===== src/rtl/cct_pkg.sv =====
package cct_pkg;
  localparam int DATA_W = 16;
  localparam int ADDR_W = 2;

  localparam logic [ADDR_W-1:0] ADDR_CTRL = 2'd0;
  localparam logic [ADDR_W-1:0] ADDR_CMP  = 2'd1;
  localparam logic [ADDR_W-1:0] ADDR_CAP  = 2'd2;
  localparam logic [ADDR_W-1:0] ADDR_CNT  = 2'd3;

  localparam int BIT_IRQ_EN = 4;
  localparam int BIT_TOG_EN = 5;
  localparam int BIT_OUT    = 8;
  localparam int BIT_OVF    = 9;

  typedef enum logic [1:0] {
    CAP_OFF  = 2'd0,
    CAP_RISE = 2'd1,
    CAP_FALL = 2'd2,
    CAP_BOTH = 2'd3
  } cap_mode_e;
endpackage


===== src/rtl/cct_prescaler.sv =====
module cct_prescaler #(
  parameter int DIV_W = 8,
  parameter int SEL_W = 2
) (
  input  logic             clk_i,
  input  logic             rst_ni,
  input  logic [SEL_W-1:0] sel_i,
  output logic             tick_o
);
  localparam int N_SEL = 1 << SEL_W;

  logic [DIV_W-1:0] div_q, div_d;
  logic [DIV_W-1:0] mask [N_SEL];

  // ratio 4^(sel+1) -> low 2*(sel+1) bits all ones
  for (genvar g = 0; g < N_SEL; g++) begin : g_mask
    assign mask[g] = DIV_W'((1 << (2 * (g + 1))) - 1);
  end

  always_comb begin
    div_d = div_q + DIV_W'(1);
  end

  always_ff @(posedge clk_i or negedge rst_ni) begin
    if (!rst_ni) div_q <= '0;
    else         div_q <= div_d;
  end

  assign tick_o = &(div_q | ~mask[sel_i]);
endmodule


===== src/rtl/cct_capture.sv =====
module cct_capture #(
  parameter int W = 16
) (
  input  logic         clk_i,
  input  logic         rst_ni,
  input  logic         trig_i,
  input  logic [1:0]   mode_i,
  input  logic [W-1:0] cnt_i,
  output logic [W-1:0] cap_o
);
  import cct_pkg::*;

  logic         s0_q, s1_q, prev_q;
  logic [W-1:0] cap_q, cap_d;
  logic         rise, fall, take;

  always_comb begin
    rise = s1_q & ~prev_q;
    fall = ~s1_q & prev_q;
    unique case (cap_mode_e'(mode_i))
      CAP_RISE: take = rise;
      CAP_FALL: take = fall;
      CAP_BOTH: take = rise | fall;
      default:  take = 1'b0;           // off
    endcase
    cap_d = take ? cnt_i : cap_q;
  end

  always_ff @(posedge clk_i or negedge rst_ni) begin
    if (!rst_ni) begin
      s0_q   <= 1'b0;
      s1_q   <= 1'b0;
      prev_q <= 1'b0;
      cap_q  <= '0;
    end else begin
      s0_q   <= trig_i;
      s1_q   <= s0_q;
      prev_q <= s1_q;
      cap_q  <= cap_d;
    end
  end

  assign cap_o = cap_q;
endmodule


===== src/rtl/cct_core.sv =====
module cct_core #(
  parameter int W = 16
) (
  input  logic         clk_i,
  input  logic         rst_ni,
  input  logic         tick_i,
  input  logic         cmp_wr_i,
  input  logic [W-1:0] cmp_wdata_i,
  input  logic         irq_en_i,
  input  logic         tog_en_i,
  input  logic         ovf_clr_i,
  output logic [W-1:0] cnt_o,
  output logic [W-1:0] cmp_o,
  output logic         ovf_o,
  output logic         out_o,
  output logic         irq_o
);
  logic [W-1:0] cnt_q, cnt_d, cmp_q, cmp_d, cnt_inc;
  logic         ovf_q, ovf_d, out_q, out_d, irq_q, irq_d, guard_q, guard_d;
  logic         hit;

  always_comb begin
    cnt_inc = cnt_q + W'(1);
    hit     = tick_i && (cnt_inc == cmp_q) && !guard_q;  // guard
    cnt_d   = cnt_q;
    cmp_d   = cmp_q;
    ovf_d   = ovf_q;
    out_d   = out_q;
    irq_d   = 1'b0;
    guard_d = guard_q;
    if (ovf_clr_i) ovf_d = 1'b0;
    if (tick_i) begin
      cnt_d   = cnt_inc;                 // free-run, wraps
      guard_d = 1'b0;
      if (&cnt_q) ovf_d = 1'b1;          // set beats clear
      if (hit) begin
        irq_d = irq_en_i;
        if (tog_en_i) out_d = ~out_q;
      end
    end
    if (cmp_wr_i) begin
      cmp_d   = cmp_wdata_i;
      guard_d = 1'b1;
    end
  end

  always_ff @(posedge clk_i or negedge rst_ni) begin
    if (!rst_ni) begin
      cnt_q   <= '0;
      cmp_q   <= '0;
      ovf_q   <= 1'b0;
      out_q   <= 1'b0;
      irq_q   <= 1'b0;
      guard_q <= 1'b0;
    end else begin
      cnt_q   <= cnt_d;
      cmp_q   <= cmp_d;
      ovf_q   <= ovf_d;
      out_q   <= out_d;
      irq_q   <= irq_d;
      guard_q <= guard_d;
    end
  end

  assign cnt_o = cnt_q;
  assign cmp_o = cmp_q;
  assign ovf_o = ovf_q;
  assign out_o = out_q;
  assign irq_o = irq_q;
endmodule


===== src/rtl/cmp_cap_timer.sv =====
module cmp_cap_timer #(
  parameter int CNT_W = 16,
  parameter int DIV_W = 8
) (
  input  logic        clk_i,
  input  logic        rst_ni,
  input  logic        wr_en_i,
  input  logic [1:0]  addr_i,
  input  logic [15:0] wdata_i,
  output logic [15:0] rdata_o,
  input  logic        trig_i,
  output logic        tog_o,
  output logic        irq_o
);
  import cct_pkg::*;

  localparam int SEL_W = 2;

  logic [SEL_W-1:0] sel_q, sel_d;
  logic [1:0]       mode_q, mode_d;
  logic             irq_en_q, irq_en_d, tog_en_q, tog_en_d;
  logic [CNT_W-1:0] buf_q, cnt_q, cmp_q, cap_q;
  logic             ctrl_wr, cmp_wr, ovf_clr, tick, ovf_q, out_q, irq_q;

  // address decode
  always_comb begin
    ctrl_wr  = wr_en_i && (addr_i == ADDR_CTRL);
    cmp_wr   = wr_en_i && (addr_i == ADDR_CMP);
    ovf_clr  = ctrl_wr && !wdata_i[BIT_OVF];
    sel_d    = ctrl_wr ? wdata_i[SEL_W-1:0] : sel_q;
    mode_d   = ctrl_wr ? wdata_i[3:2] : mode_q;
    irq_en_d = ctrl_wr ? wdata_i[BIT_IRQ_EN] : irq_en_q;
    tog_en_d = ctrl_wr ? wdata_i[BIT_TOG_EN] : tog_en_q;
  end

  always_ff @(posedge clk_i or negedge rst_ni) begin
    if (!rst_ni) begin
      sel_q    <= '0;
      mode_q   <= '0;
      irq_en_q <= 1'b0;
      tog_en_q <= 1'b0;
      buf_q    <= '0;
    end else begin
      sel_q    <= sel_d;
      mode_q   <= mode_d;
      irq_en_q <= irq_en_d;
      tog_en_q <= tog_en_d;
      buf_q    <= cnt_q;                 // coherent snapshot
    end
  end

  cct_prescaler #(.DIV_W(DIV_W), .SEL_W(SEL_W)) u_pre (
    .clk_i (clk_i),
    .rst_ni(rst_ni),
    .sel_i (sel_q),
    .tick_o(tick)
  );

  cct_core #(.W(CNT_W)) u_core (
    .clk_i      (clk_i),
    .rst_ni     (rst_ni),
    .tick_i     (tick),
    .cmp_wr_i   (cmp_wr),
    .cmp_wdata_i(wdata_i[CNT_W-1:0]),
    .irq_en_i   (irq_en_q),
    .tog_en_i   (tog_en_q),
    .ovf_clr_i  (ovf_clr),
    .cnt_o      (cnt_q),
    .cmp_o      (cmp_q),
    .ovf_o      (ovf_q),
    .out_o      (out_q),
    .irq_o      (irq_q)
  );

  cct_capture #(.W(CNT_W)) u_cap (
    .clk_i (clk_i),
    .rst_ni(rst_ni),
    .trig_i(trig_i),
    .mode_i(mode_q),
    .cnt_i (cnt_q),
    .cap_o (cap_q)
  );

  always_comb begin
    unique case (addr_i)
      ADDR_CTRL: rdata_o = {6'd0, ovf_q, out_q, 2'd0, tog_en_q, irq_en_q, mode_q, sel_q};
      ADDR_CMP:  rdata_o = DATA_W'(cmp_q);
      ADDR_CAP:  rdata_o = DATA_W'(cap_q);
      default:   rdata_o = DATA_W'(buf_q);
    endcase
  end

  assign tog_o = out_q;
  assign irq_o = irq_q;
endmodule


===== config.mk =====
export PLATFORM = sky130hd
export DESIGN_NAME = cmp_cap_timer
export DESIGN_NICKNAME = d
export VERILOG_FILES = /design/src/rtl/cct_pkg.sv /design/src/rtl/cct_prescaler.sv /design/src/rtl/cct_capture.sv /design/src/rtl/cct_core.sv /design/src/rtl/cmp_cap_timer.sv
export SDC_FILE = /design/constraint.sdc
export NUM_CORES = 1
export LEC_CHECK = 0
export BUFFER_PORTS_ARGS = -buffer_cell sky130_fd_sc_hd__buf_2
export CAP_MARGIN = 20
export CORE_UTILIZATION = 53
export CTS_CLUSTER_DIAMETER = 30
export CTS_CLUSTER_SIZE = 30
export DETAILED_ROUTE_END_ITERATION = 12
export GPL_TIMING_DRIVEN = 0
export PLACE_DENSITY = 0.72
export SKIP_CTS_REPAIR_TIMING = 1
export SLEW_MARGIN = 20
export SYNTH_ARGS = -nofsm -noshare
export SYNTH_HDL_FRONTEND = slang
export SYNTH_SLANG_ARGS = --single-unit
export TNS_END_PERCENT = 5

===== constraint.sdc =====
create_clock -name clk_i -period 2.65 [get_ports clk_i]
set_clock_uncertainty 0.2 [all_clocks]
set_input_delay 0 -clock clk_i [delete_from_list [all_inputs] [get_ports clk_i]]
set_output_delay 0 -clock clk_i [all_outputs]
set_load 0.1 [all_outputs]

== Word level (Yosys, flattened, before mapping) ==
Cells that the tools add are included.

* Flip-flop bits (word level): 85
* Input port bits: 22
* Word-level logic and storage cells: 58

* $add $sub $neg: 2
* Order comparisons: 1
* Equal/unequal tests: 6
* Muxes and demuxes: 12
* Bitwise gates (word level): 9
* Reductions and logical operators: 12

{| class="wikitable"
|+ Operators with widths
! cell !! count
|-
| 16-bit one-hot mux with 3 select lines || 1
|-
| 16-bit by 1-bit adder with 16-bit output (second input constant) || 1
|-
| 8-bit binary-select mux with 2-bit select || 1
|-
| 16-bit == test || 1
|-
| 8-bit two-way mux || 2
|-
| 16-bit AND reduction || 1
|-
| 10-bit AND reduction || 1
|-
| 8-bit by 1-bit adder with 8-bit output (second input constant) || 1
|-
| 8-bit NOT || 1
|-
| 8-bit bitwise OR || 1
|-
| 8-bit AND reduction || 1
|-
| 1-bit two-way mux || 7
|-
| 2-bit == test (second input constant) || 3
|-
| 1-bit logical AND || 5
|-
| 2-bit by 1-bit == test with 1-bit output (second input constant) || 2
|-
| 3-bit >= comparator (second input constant) || 1
|-
| 1-bit NOT || 3
|-
| 2-bit NOT with 3-bit output || 1
|-
| 1-bit one-hot mux with 3 select lines || 1
|-
| 1-bit bitwise AND || 2
|-
| 1-bit logical NOT || 2
|-
| 2-bit logical NOT || 1
|-
| 2-bit nonzero test || 1
|-
| 1-bit bitwise OR || 1
|}

== Depth between registers and ports, before layout ==
* Word-level depth: 11
* Mapped depth: 8

== Hierarchy ==
A second synthesis with hierarchy kept.

* Cell total of the unflattened synthesis: 365
* Area, all modules: 4454.3 um2

{| class="wikitable"
|+ By module, submodules not included
! module !! instances !! cells an instance !! area an instance (um2) !! sequential area each (um2)
|-
| cct_core || 1 || 173 || 1918.1 || 900.9
|-
| cct_capture || 1 || 103 || 1099.8 || 475.5
|-
| cmp_cap_timer || 1 || 61 || 1092.3 || 550.5
|-
| cct_prescaler || 1 || 28 || 344.1 || 200.2
|}

== Worst setup path before layout ==
Ideal clock, no wire load.

* Kind: reg-to-reg
* From: register u_core.cnt_q[0] (netlist: u_core.cnt_o[0])
* To: register u_core.irq_q (netlist: u_core.irq_o)
* Arrival: 2239 ps
* Setup slack: 116 ps
* Stages on the path, launching flop included: 8
* Buffers on the path: 0
* Clock period less this slack: 2534 ps
* Cells stage by stage: dfrtp_1 > ha_1 > nand3_1 > nor4_1 > xnor2_1 > o2111ai_1 > or4_1 > nor4b_2

* Word-level cells in the longest chain between the ends: 6

{| class="wikitable"
|+ RTL lines
! what !! line !! text
|-
| from (decl) || cct_core.sv:18 || <nowiki>logic [W-1:0] cnt_q, cnt_d, cmp_q, cmp_d, cnt_inc;</nowiki>
|-
| from (signal assigned) || cct_core.sv:56 || <nowiki>cnt_q <= cnt_d;</nowiki>
|-
| 16-bit by 1-bit adder with 16-bit output || cct_core.sv:23 || <nowiki>cnt_inc = cnt_q + W'(1);</nowiki>
|-
| 16-bit == test || cct_core.sv:24 || <nowiki>hit = tick_i && (cnt_inc == cmp_q) && !guard_q;</nowiki>
|-
| 1-bit logical AND (2 in series) || cct_core.sv:24 ||
|-
| 1-bit two-way mux || cct_core.sv:36 || <nowiki>if (hit) begin</nowiki>
|-
| 1-bit two-way mux || cct_core.sv:32 || <nowiki>if (tick_i) begin</nowiki>
|-
| via u_core.irq_d || cct_core.sv:19 || <nowiki>logic ovf_q, ovf_d, out_q, out_d, irq_q, irq_d, guard_q, guard_d;</nowiki>
|-
| to (signal assigned) || cct_core.sv:60 || <nowiki>irq_q <= irq_d;</nowiki>
|-
| to (decl) || cct_core.sv:19 ||
|}

The timed path passes the listed nets, and every way through them passes these cells.
A chain may end at the register's enable or synchronous reset.

== Final worst setup path ==
Ends and elaborated chain as after synthesis.

==> impl_metrics.env <==
export IMPL_seqPwrFrac_pct=47.3
export IMPL_final_cell_mix="dfrtp_1, mux2_2, buf_2"
export IMPL_cp_max_fo=8
export IMPL_layout_commonest_cell="dfrtp_1"
export IMPL_switching_share_pct=34.6
export IMPL_yosysWarnings=0
export IMPL_dpl_hpwl_um=6110
export IMPL_grt_met3_usage_pct=3.55
export IMPL_start_util_pct=56.0
export IMPL_netSwitchingPower_mw=1.18
export IMPL_grt_use_total_pct=22.1
export IMPL_rsz0062_at_grt="true"
export IMPL_grt_pass1_vias=2723
export IMPL_timing_hold_ws_ps=32.0
export IMPL_ys_flop_type="dfrtp_1"
export IMPL_synth_area_top_cells="dfrtp_1, mux2_2, xnor2_1"
export IMPL_diodes=0
export IMPL_first_pass_iters=4
export IMPL_clock_fmax_mhz=391
export IMPL_ys_seq_elements=85
export IMPL_use_met1_pct=29.8
export IMPL_fin_crit_ps=2560
export IMPL_grt_start_max_net_pins=58
export IMPL_yosysSeqAreaShare_pct=51.5
export IMPL_overflow=0
export IMPL_cts_root_buf="clkbuf_8"
export IMPL_ant_nets=0
export IMPL_finalWirelength_um=8590
export IMPL_clk_latency_ps=350
export IMPL_fin_util_pct=66.5
export IMPL_p_int_mw=2.23
export IMPL_vias=2810
export IMPL_yosys_area_top_type="dfrtp_1"
export IMPL_die_width_um=90.2
export IMPL_cts_sinks=85
export IMPL_status="complete, no violations"
export IMPL_netlist_area_um2=4130
export IMPL_maxCapViolations=0
export IMPL_avgSynthCellArea_um2=12.5
export IMPL_grt_pass1_wl_um=13700
export IMPL_cts_tree="built"
export IMPL_cp_end_kind="register"
export IMPL_synthArstFlopShare_pct=100
export IMPL_port_buffers=37
export IMPL_worstPathArrival_ps=2610
export IMPL_busiest_layer="met2"
export IMPL_synth_edf_count=0
export IMPL_place_gp_congestion=0.885
export IMPL_power_leakage_nw=2.26
export IMPL_grt_use_met2_pct=35.7
export IMPL_worst_setup_path_start_kind="register"
export IMPL_numCtsBuffers=9
export IMPL_drv_slew=0
export IMPL_top_level_ports=40
export IMPL_crit_type="register to register"
export IMPL_cts_buffer_depth=2
export IMPL_syn2layout_area_growth_pct=18.7
export IMPL_hp_class="input port to register"
export IMPL_post_route_period_util_pct=96.5
export IMPL_drcViolationCount=0
export IMPL_hold_viol=0
export IMPL_antenna_found_initial=0
export IMPL_drtIter0Drc=139
export IMPL_finalSetupViolCount=0
export IMPL_htree_levels=3
export IMPL_clkTransAtPathRegs_ps=80
export IMPL_final_nets=426
export IMPL_required_ps=2700
export IMPL_p_comb_share_pct=28.7
export IMPL_tightest_slew_ps=750
export IMPL_fin_setup_tns_ps=0
export IMPL_nFillCells=562
export IMPL_die_h_um=90.2
export IMPL_ir_worst_vdd_v=0.000354
export IMPL_power_density_nw_per_um2=695
export IMPL_die_area_um2=8140
export IMPL_fp_row_count=31
export IMPL_slew_headroom_pct=49.8
export IMPL_synthCells=331
export IMPL_core_um2=7370
export IMPL_synth_top_area_share_pct=51.5
export IMPL_synth_nets=357
export IMPL_ys_types=51
export IMPL_drive_gt1_share_pct=32.6
export IMPL_viasPerCell=5.58
export IMPL_power_mw=3.40
export IMPL_clkPwrFrac_pct=24.1
export IMPL_routedWlPerCell_um=17.0
[layout make-up]
class                      count  area [um2]  share of cell area [%]
timing repair buffer          58         425                    8.68
inverter                       5        18.8                   0.383
clock inverter                 4        22.5                   0.460
buffer                        19        97.6                    1.99
multi-input combinational    222        1930                    39.3
clock buffer                  12         155                    3.17
tap                           99         124                    2.53
sequential                    85        2130                    43.5
[synth_stat cells, drive strengths merged (2+ instances only)]
cell type and instances:
mux2i 3, or4 2, dfrtp 85, o21ai 7, buf 5, mux2 46, nor2 8, inv 5
ha 4, nand2 23, nor3 4, a21bo 2, a21oi 3, nand4b 2, and4 4, o31ai 3
o2111ai 3, xnor2 23, and2 2, o2bb2ai 2, nand4 8, nand3b 3, nor4 3, a22o 8
nand3 10, mux4 8, clkbuf 14, nor2b 3, and3 6, nor3b 2, xor2 17
[sequential cells by signal (all words and copies together), names as in the netlist]
name,cells
sel_q,2
u_core.cmp_o,16
u_cap.s1_q,1
irq_en_q,1
buf_q,16
u_pre.div_q,8
u_core.ovf_o,1
tog_en_q,1
u_core.cnt_o,16
u_cap.prev_q,1
u_core.irq_o,1
u_cap.s0_q,1
u_cap.cap_o,16
u_core.out_o,1
mode_q,2
u_core.guard_q,1
[worst paths after layout]
path                                             start                           end  slack, ps  depth (start not counted)
max reg2reg                u_core.cnt_o[0]$_DFFE_PN0P_        u_core.irq_o$_DFF_PN0_         90                          7
max                        u_core.cnt_o[0]$_DFFE_PN0P_        u_core.irq_o$_DFF_PN0_         90                          7
max in group asynchronous                       rst_ni    u_cap.cap_o[6]$_DFFE_PN0P_       1450                          4
min reg2reg                       u_cap.s0_q$_DFF_PN0_          u_cap.s1_q$_DFF_PN0_        170                          0
min                                            wr_en_i        u_core.ovf_o$_DFF_PN0_         30                          5
min in group asynchronous                       rst_ni  u_core.cmp_o[13]$_DFFE_PN0P_        500                          4
[worst max-delay path, cell delays in order (launching register included)]
cell       delay, ps
dfrtp_2          480
ha_4             210
nand3_2          160
nor3_2           350
or3b_2           180
o2111ai_1        130
or4_1            440
nor4b_2          310
[per-stage QoR]
stage | instance area [um2] | setup slack [ps] | instances
finish | 4900 | 91.7 | 504
global route | 4900 | -76.2 | 504
CTS | 4650 | -301 | 484
detailed placement | 4470 | -261 | 468
global placement | 4440 | -264 | 467
floorplan | 4130 | 116 | 331
[per-layer routing]
layer,vias up,wire (um)
met5,-,0
met4,0,165
met3,13,206
met2,52,4200
met1,1407,4010
li1,1338,-
[kinds of logic after synthesis]
logic type,synth area share (%)
buffers and inverters,2.73
DFF,51.5
xor gates and xnor gates,8.49
muxes,17.6
AOI/OAI and AO/OA,6.34
and+or+nand+nor,12.0
adders and majority gates,1.21
[power groups by stage]
stage	sequential (mW)	combinational [mW]	clock, mW
final	1.61	0.975	0.819
after global routing	1.63	1.04	0.875
after CTS	1.60	0.933	0.834
after detailed placement	1.62	0.927	0
after global placement	1.61	0.907	0
after floorplan	1.57	0.763	0
No activity file was read; power rests on OpenSTA's default activity.
